[src/rtl/irq_latch_pkg.sv]
package irq_latch_pkg;
  typedef enum logic [1:0] {
    REG_PEND  = 2'd0,
    REG_MASK  = 2'd1,
    REG_LEVEL = 2'd2,
    REG_NONE  = 2'd3
  } reg_sel_e;
endpackage

[src/rtl/irq_sync.sv]
module irq_sync #(
  parameter int unsigned WIDTH  = 4,
  parameter int unsigned STAGES = 2
) (
  input  logic             clk_i,
  input  logic             rst_ni,
  input  logic [WIDTH-1:0] d_i,
  output logic [WIDTH-1:0] q_o
);
  logic [WIDTH-1:0] stage_q [STAGES];

  always_ff @(posedge clk_i or negedge rst_ni) begin
    if (!rst_ni) begin
      for (int s = 0; s < STAGES; s++) stage_q[s] <= '0;
    end else begin
      stage_q[0] <= d_i;
      for (int s = 1; s < STAGES; s++) stage_q[s] <= stage_q[s-1];
    end
  end

  assign q_o = stage_q[STAGES-1];
endmodule

[src/rtl/irq_debounce.sv]
module irq_debounce #(
  parameter int unsigned PERIOD = 4,
  parameter int unsigned CNT_W  = 8
) (
  input  logic clk_i,
  input  logic rst_ni,
  input  logic in_i,
  output logic lvl_o,
  output logic rise_o
);
  localparam logic [CNT_W-1:0] LAST = CNT_W'(PERIOD - 1);

  logic [CNT_W-1:0] cnt_q;
  logic             lvl_q;
  logic             differ;
  logic             done;

  assign differ = in_i ^ lvl_q;
  assign done   = differ && (cnt_q == LAST);

  // counter restarts whenever the input matches the held level again
  always_ff @(posedge clk_i or negedge rst_ni) begin
    if (!rst_ni) begin
      cnt_q <= '0;
      lvl_q <= 1'b0;
    end else if (!differ) begin
      cnt_q <= '0;
    end else if (done) begin
      cnt_q <= '0;
      lvl_q <= in_i;
    end else begin
      cnt_q <= cnt_q + 1'b1;
    end
  end

  assign lvl_o  = lvl_q;
  assign rise_o = done && in_i;
endmodule

[src/rtl/irq_regs.sv]
module irq_regs
  import irq_latch_pkg::*;
#(
  parameter int unsigned NUM_SRC = 4
) (
  input  logic               clk_i,
  input  logic               rst_ni,
  input  logic               we_i,
  input  logic [1:0]         addr_i,
  input  logic [NUM_SRC-1:0] wdata_i,
  input  logic [NUM_SRC-1:0] rise_i,
  input  logic [NUM_SRC-1:0] lvl_i,
  output logic [NUM_SRC-1:0] rdata_o,
  output logic [NUM_SRC-1:0] pend_o,
  output logic [NUM_SRC-1:0] mask_o,
  output logic               irq_o
);
  reg_sel_e         sel;
  logic [NUM_SRC-1:0] pend_q, mask_q, clr;

  assign sel = reg_sel_e'(addr_i);
  assign clr = (we_i && sel == REG_PEND) ? wdata_i : '0;

  // a new rise beats a same-cycle clear
  always_ff @(posedge clk_i or negedge rst_ni) begin
    if (!rst_ni) pend_q <= '0;
    else         pend_q <= (pend_q & ~clr) | rise_i;
  end

  always_ff @(posedge clk_i or negedge rst_ni) begin
    if (!rst_ni)                     mask_q <= '1;
    else if (we_i && sel == REG_MASK) mask_q <= wdata_i;
  end

  always_comb begin
    unique case (sel)
      REG_PEND:  rdata_o = pend_q;
      REG_MASK:  rdata_o = mask_q;
      REG_LEVEL: rdata_o = lvl_i;
      default:   rdata_o = '0;
    endcase
  end

  assign irq_o  = |(pend_q & ~mask_q);
  assign pend_o = pend_q;
  assign mask_o = mask_q;
endmodule

[src/rtl/irq_latch_ctrl.sv]
module irq_latch_ctrl #(
  parameter int unsigned           NUM_SRC = 4,
  parameter int unsigned           CNT_W   = 8,
  parameter logic [NUM_SRC*8-1:0] DB_CYC  = {8'd12, 8'd8, 8'd6, 8'd4}
) (
  input  logic               clk_i,
  input  logic               rst_ni,
  input  logic [NUM_SRC-1:0] evt_i,
  input  logic               we_i,
  input  logic [1:0]         addr_i,
  input  logic [NUM_SRC-1:0] wdata_i,
  output logic [NUM_SRC-1:0] rdata_o,
  output logic               irq_o
);
  logic [NUM_SRC-1:0] evt_sync, db_lvl, db_rise, pend_q, mask_q;

  irq_sync #(.WIDTH(NUM_SRC), .STAGES(2)) u_sync (
    .clk_i (clk_i),
    .rst_ni(rst_ni),
    .d_i   (evt_i),
    .q_o   (evt_sync)
  );

  for (genvar i = 0; i < NUM_SRC; i++) begin : g_db
    irq_debounce #(
      .PERIOD(int'(DB_CYC[i*8 +: 8])),
      .CNT_W (CNT_W)
    ) u_db (
      .clk_i (clk_i),
      .rst_ni(rst_ni),
      .in_i  (evt_sync[i]),
      .lvl_o (db_lvl[i]),
      .rise_o(db_rise[i])
    );
  end

  irq_regs #(.NUM_SRC(NUM_SRC)) u_regs (
    .clk_i  (clk_i),
    .rst_ni (rst_ni),
    .we_i   (we_i),
    .addr_i (addr_i),
    .wdata_i(wdata_i),
    .rise_i (db_rise),
    .lvl_i  (db_lvl),
    .rdata_o(rdata_o),
    .pend_o (pend_q),
    .mask_o (mask_q),
    .irq_o  (irq_o)
  );
endmodule

[config.mk]
export PLATFORM = sky130hd
export DESIGN_NAME = irq_latch_ctrl
export DESIGN_NICKNAME = d
export VERILOG_FILES = /design/src/rtl/irq_latch_pkg.sv /design/src/rtl/irq_sync.sv /design/src/rtl/irq_debounce.sv /design/src/rtl/irq_regs.sv /design/src/rtl/irq_latch_ctrl.sv
export SDC_FILE = /design/constraint.sdc
export NUM_CORES = 1
export LEC_CHECK = 0
export ABC_AREA = 1
export CORE_UTILIZATION = 45
export DETAILED_ROUTE_END_ITERATION = 10
export SYNTH_ARGS = -nofsm -noshare
export SYNTH_HDL_FRONTEND = slang
export SYNTH_SLANG_ARGS = --single-unit
[constraint.sdc]
create_clock -name clk_i -period 1.49 [get_ports clk_i]
set_input_delay 0.149 -clock clk_i [delete_from_list [all_inputs] [get_ports clk_i]]
set_output_delay 0.149 -clock clk_i [all_outputs]
set_load 0.02 [all_outputs]
Yosys cells after proc, flatten, opt, wreduce, memory -nomap -nowiden
Index checks and enable logic that the tools add are counted.
{"block": "word_totals", "reg_bits": 52, "inputBits": 13, "output_inout_bits": 5, "word_cells": 57}
{"block": "classes", "add_sub_neg": 4, "n_eq_ne": 6, "muxes": 10, "bitwise_logic": 9, "n_reduce_logical": 16}
{"operator": "$mux 8", "count": 8}
{"operator": "$add 8x1->8 const B", "count": 4}
{"operator": "$eq 8x3->1 const B", "count": 2}
{"operator": "$pmux 4 s3", "count": 1}
{"operator": "$logic_and 1x1->1", "count": 10}
{"operator": "$and 4x4->4", "count": 2}
{"operator": "$eq 8x2->1 const B", "count": 1}
{"operator": "$eq 8x4->1 const B", "count": 1}
{"operator": "$not 4->4", "count": 2}
{"operator": "$reduce_and 2->1", "count": 4}
{"operator": "$mux 4", "count": 1}
{"operator": "$or 4x4->4", "count": 1}
{"operator": "$reduce_or 4->1", "count": 1}
{"operator": "$xor 1x1->1", "count": 4}
{"operator": "$eq 2x1->1 const B", "count": 1}
{"operator": "$eq 2x2->1 const B", "count": 1}
{"operator": "$logic_not 2->1", "count": 1}

Depth between registers and ports, before layout
{"block": "depth", "word_depth": 6, "ltp_mapped": 7}

Hierarchy
A second synthesis with hierarchy kept.
{"block": "hier_totals", "cells_unflattened": 346, "area_unflattened_um2": 2688.8}
{"mod": "irq_debounce at g_db[0].u_db", "n_inst": 1, "cells_each": 76, "area_per_inst_um2": 535.5}
{"mod": "irq_debounce at g_db[2].u_db", "n_inst": 1, "cells_each": 62, "area_per_inst_um2": 485.5}
{"mod": "irq_debounce at g_db[3].u_db", "n_inst": 1, "cells_each": 63, "area_per_inst_um2": 484.2}
{"mod": "irq_debounce at g_db[1].u_db", "n_inst": 1, "cells_each": 62, "area_per_inst_um2": 481.7}
{"mod": "irq_regs", "n_inst": 1, "cells_each": 71, "area_per_inst_um2": 471.7}
{"mod": "irq_sync", "n_inst": 1, "cells_each": 12, "area_per_inst_um2": 230.2}

Worst setup path before layout
No wires, ideal clock.
{"block": "synth_timing", "kind": "register to register", "startpoint": "register g_db[0].u_db.cnt_q[0]", "endpoint": "register g_db[0].u_db.cnt_q[0]", "arrival_time_ns": 1.004, "path_slack_ns": 0.357, "path_stages_with_launch": 5, "synth_period_minus_slack_ns": 1.133, "path_cell_list": "dfrtp_1 -> ha_1 -> nand3_1 -> o21ai_0 -> nor2_1"}
{"block": "synth_via", "elab_chain_len": 4, "elab_cells_between_ends": 5}
{"element": "start: declaration", "line_no": "irq_debounce.sv:13", "rtl": "logic [CNT_W-1:0] cnt_q;"}
{"element": "start signal: assignment", "line_no": "irq_debounce.sv:32", "rtl": "cnt_q <= cnt_q + 1'b1;"}
{"element": "branches (longest 2 deep; another with $add 8x1->8)"}
{"element": "$mux 8 *", "line_no": "irq_debounce.sv:28", "rtl": "end else if (done) begin"}
{"element": "$mux 8 *", "line_no": "irq_debounce.sv:26", "rtl": "end else if (!differ) begin"}
Mark *: on every way between the ends.
A chain may end at the register's enable or synchronous reset.

Worst setup path after layout
{"block": "layout_timing", "startpoint": "register u_regs.mask_q[2] (netlist: u_regs.mask_o[2])", "endpoint": "output port irq_o"}
{"block": "layout_via", "elab_chain_len": 3}
{"element": "start: declaration", "line_no": "irq_regs.sv:19", "rtl": "logic [NUM_SRC-1:0] pend_q, mask_q, clr;"}
{"element": "start signal: assignment", "line_no": "irq_regs.sv:32", "rtl": "else if (we_i && sel == REG_MASK) mask_q <= wdata_i;"}
{"element": "$not 4->4", "line_no": "irq_regs.sv:44", "rtl": "assign irq_o = |(pend_q & ~mask_q);"}
{"element": "$and 4x4->4", "line_no": "irq_regs.sv:44"}
{"element": "$reduce_or 4->1", "line_no": "irq_regs.sv:44"}
{"element": "end: declaration", "line_no": "irq_latch_ctrl.sv:13", "rtl": "output logic irq_o"}
No other way between the ends.

==> summary.txt <==
Outcome
  • Status: completed

Timing
  • Least-Margin Pin Slew: 0.450 ns
  • Final Hold Vio Count: 0
  • Fmax: 710 MHz
  • # setup viols final: 0
  • Final worst clock skew: 0.00431 ns
  • Post-layout min period: 1.41 ns
  • Slew Limit Fails: 0
  • RSZ-0062 raised after global routing: no
  • Slew headroom: 69.8%
  • Worst setup margin: 0.0825 ns
  • Fin crit share: 94.5%

Logic synthesis
  • Syn_nets: 330
  • Cell Area, Synth: 2520 µm²
  • Cells after Synth: 311
  • Synth area leaders: dfrtp_1 (48%), nand2_1 (12%), nor2_1 (8.5%)
  • Seq/Total Area, Yosys: 51.8%
  • Unique masters post-synth: 19
  • Largest family of logic cells by synthesized area: simple AND/OR/NAND/NOR gates
  • Avg Cell Area, Syn: 8.11 µm²
  • Post-synth top area share: 47.6%
  • Ys Warns: 0
  • Count leader, synth: nand2_1
  • Xor/xnor share of the synthesized area: 4.16%
  • Top_reg_cell synth: dfrtp_1
  • Compound-Gate Fraction of Synth Area: 6.35%
  • Area leader, netlist: dfrtp_1
  • Synth cell count leaders: nand2_1 (83), nor2_1 (57), dfrtp_1 (48), inv_1 (39), nand3_1 (23)
  • Async set-reset flop share out of synthesis: 100%
  • Post-synth EDFFs: 0
  • Mux contribution to synthesized area: 0%
  • Simple-gate share of the synthesized area: 29.0%
  • #FFs+latches synth: 52
  • Post-Synth Adder-Cell Area: 2.97%

CTS
  • CTS clk-pin slew, worst paths: 0.09 ns
  • CTS Root Cell: clkbuf_8
  • Worst-case clock buffer depth: 2
  • Worst skew pair latency: 0.30 ns
  • TritonCTS clock tree: done
  • CTS Sinks: 52
  • CTS Buf Count: 5
  • Total number of H-tree levels: 2

Final layout
  • Layout cells sized above 1: 10.5%
  • # nets final: 360
  • Diode count: 0
  • Fin cells: 412
  • Final design utilization: 56.2%
  • Area Growth Syn to Fin: 16.7%

Detailed routing
  • Routed wire length: 4360 µm
  • DR WL/cell: 10.6 µm
  • DRC violations left: 0
  • DRT antenna net count: 0
  • First-pass DRT Iterations: 4
  • Overall via count from detail_route: 1951
  • Vias per cell: 4.74
  • Iter 0 DRT Violations: 86

Min path
  • Hold Startpoint: evt_i[2]
  • HP Class: in2reg

Placement
  • Dpl ws: -0.436 ns
  • Placed Instances: 402
  • Post-DP HPWL: 3210 µm
  • Port Buf Inserts: 17
  • Routability-driven placement congestion ratio: 0.747

Pwr
  • Flop pwr share: 50.5%
  • Clock share of power: 27.2%
  • Int Pwr: 2.43 mW
  • Max IR drop VDD: 0.000649 V
  • Comb power frac: 22.3%
  • Power per cell area: 1190 nW/µm²
  • Switching power: 1.07 mW
  • Net Sw Frac: 30.5%
  • Leak pwr: 1.40 nW

Setup path
  • Worst setup EP type: primary output
  • Worst path arrival time: 1.26 ns
  • CP Class: reg2out
  • CP Launch Point: u_regs.mask_o[2]
  • CP required: 1.34 ns
  • R2R Setup Slk: 0.19 ns
  • Worst r2r src: g_db[0].u_db.cnt_q[0]
  • R2R depth: 4
  • Worst Setup EP: irq_o
  • R2R Path End: g_db[0].u_db.cnt_q[2]
  • Crit path max fanout: 3
  • Critical Path Start Type: register
  • Critical Path Max Stage Delay: 0.56 ns
  • Worst path slowest cell: dfstp_2
  • CP cell instances: o22ai_1 > inv_1 > nand3_2 > buf_6

Floorplan
  • Row cnt: 26
  • Io pins: 18
  • Core area: 5240 µm²
  • Die ar.: 5910 µm²
  • Die extent in y: 76.9 µm
  • Die width: 76.9 µm
  • Starting Density: 48.2%

Global routing
  • Largest net degree at the start of global routing: 53
  • Congestion Overflow GR: 0
  • Antenna violations before repair: 0
  • First-pass GRT wire length: 7860 µm
  • Vias in the first global route: 1832
  • GRT Util Overall: 16.9%

Job
  • Max-Cap Viols: 0
cell type report:
class / count / area (µm²)
flip-flops and latches: 52 / 1310
fillers: 505 / 2290
inverters: 39 / 146
clock inverters: 2 / 35.0
clock buffers: 6 / 72.6
multi-input cells: 220 / 1080
repair buffers: 23 / 214
well taps: 70 / 87.6
worst max-delay path: cells and delay by family (launching register included):
| kind | cells | cell delay [ns] |
|---|---|---|
| AND/OR/NAND/NOR | 1 | 0.08 |
| AO/OA/AOI/OAI | 1 | 0.10 |
| flip-flops | 1 | 0.56 |
| buffers and inverters | 2 | 0.22 |
sequential cells by signal, summed over array words and instances, names as in the netlist:
register,cells
g_db.u_db.cnt_q,32
g_db.u_db.lvl_o,4
u_regs.mask_o,4
u_regs.pend_o,4
u_sync.q_o,4
u_sync.stage_q,4
power groups by stage:
stage | Sequential, mW | Clock [mW] | Combinational, mW
finish | 1.76 | 0.950 | 0.781
global route | 1.80 | 1.04 | 0.892
detailed placement | 1.79 | 0 | 0.789
CTS | 1.76 | 0.981 | 0.764
floorplan | 1.77 | 0 | 0.489
global placement | 1.79 | 0 | 0.784
placed cells by master, fill, tap and decap left out:
master / Yosys / layout
ha_1: 6 / 6
buf_2: 0 / 4
xnor2_1: 4 / 4
dlygate4sd3_1: 0 / 1
inv_2: 0 / 1
nand2_2: 5 / 6
bufinv_16: 0 / 1
dfstp_2: 4 / 4
o21ai_2: 1 / 1
nor3b_1: 3 / 3
clkbuf_8: 0 / 5
o21bai_1: 6 / 6
buf_12: 0 / 1
nor2_2: 4 / 3
buf_6: 0 / 1
clkbuf_1: 0 / 1
nand3_2: 0 / 1
nor2_1: 57 / 57
nand3_1: 23 / 22
dfrtp_1: 48 / 48
xor2_1: 8 / 8
clkinv_2: 0 / 1
o21ai_0: 12 / 12
o22ai_1: 1 / 1
nor2_4: 1 / 2
buf_4: 0 / 5
inv_1: 39 / 38
o211ai_1: 4 / 4
nand2_1: 83 / 82
dlymetal6s2s_1: 0 / 2
o21ai_1: 2 / 2
clkdlybuf4s50_1: 0 / 9
cells by family (layout without fill, tap and decap cells):
logic type,after synthesis,count (layout)
AND/OR/NAND/NOR,176,176
flip-flops,52,52
buffers and inverters,39,70
AO/OA/AOI/OAI,26,26
XOR/XNOR,12,12
adder cells (fa/ha/maj),6,6
through the flow:
step	setup TNS, ns	total power [mW]	instance area (µm²)	hold slack (ns)
2_1_floorplan	0	2.26	2520	-0.147
3_3_place_gp	-1.50	2.57	2820	0.163
3_5_place_dp	-1.52	2.58	2820	0.164
4_1_cts	-0.0315	3.51	2930	0.266
5_1_grt	0	3.73	2950	0.270
6_report	0	3.49	2950	0.275
what timing repair did:
| item | 4_1_cts | 5_1_grt |
|---|---|---|
| hold buffers | 1 | 0 |
| setup endpoints to repair | 5 | 4 |
| buffers inserted | 0 | 1 |
| pin swaps | 1 | 1 |
| endpoints found under the hold margin | 48 | 0 |
| resized for setup | 19 | 10 |
layer usage:
| metal | global-route usage (%) | vias to the layer above | wire (µm) |
|---|---|---|---|
| li1 | - | 1025 | - |
| met1 | 23.4 | 901 | 2280 |
| met2 | 26.0 | 18 | 1900 |
| met3 | 3.57 | 7 | 113 |
| met4 | 6.35 | 0 | 65 |
| met5 | 0 | - | 0 |
worst min path at each step:
stage,end,slack [ns],cells after the start
after detailed placement,g_db[3].u_db.cnt_q[6],0.16,2
after floorplan,g_db[0].u_db.cnt_q[0],-0.15,0
after CTS,u_sync.stage_q[6],0.27,1
after global routing,u_sync.stage_q[7],0.27,1
final,u_sync.stage_q[6],0.27,1
after global placement,g_db[3].u_db.cnt_q[5],0.16,2
(Power assumes the default switching activity.)
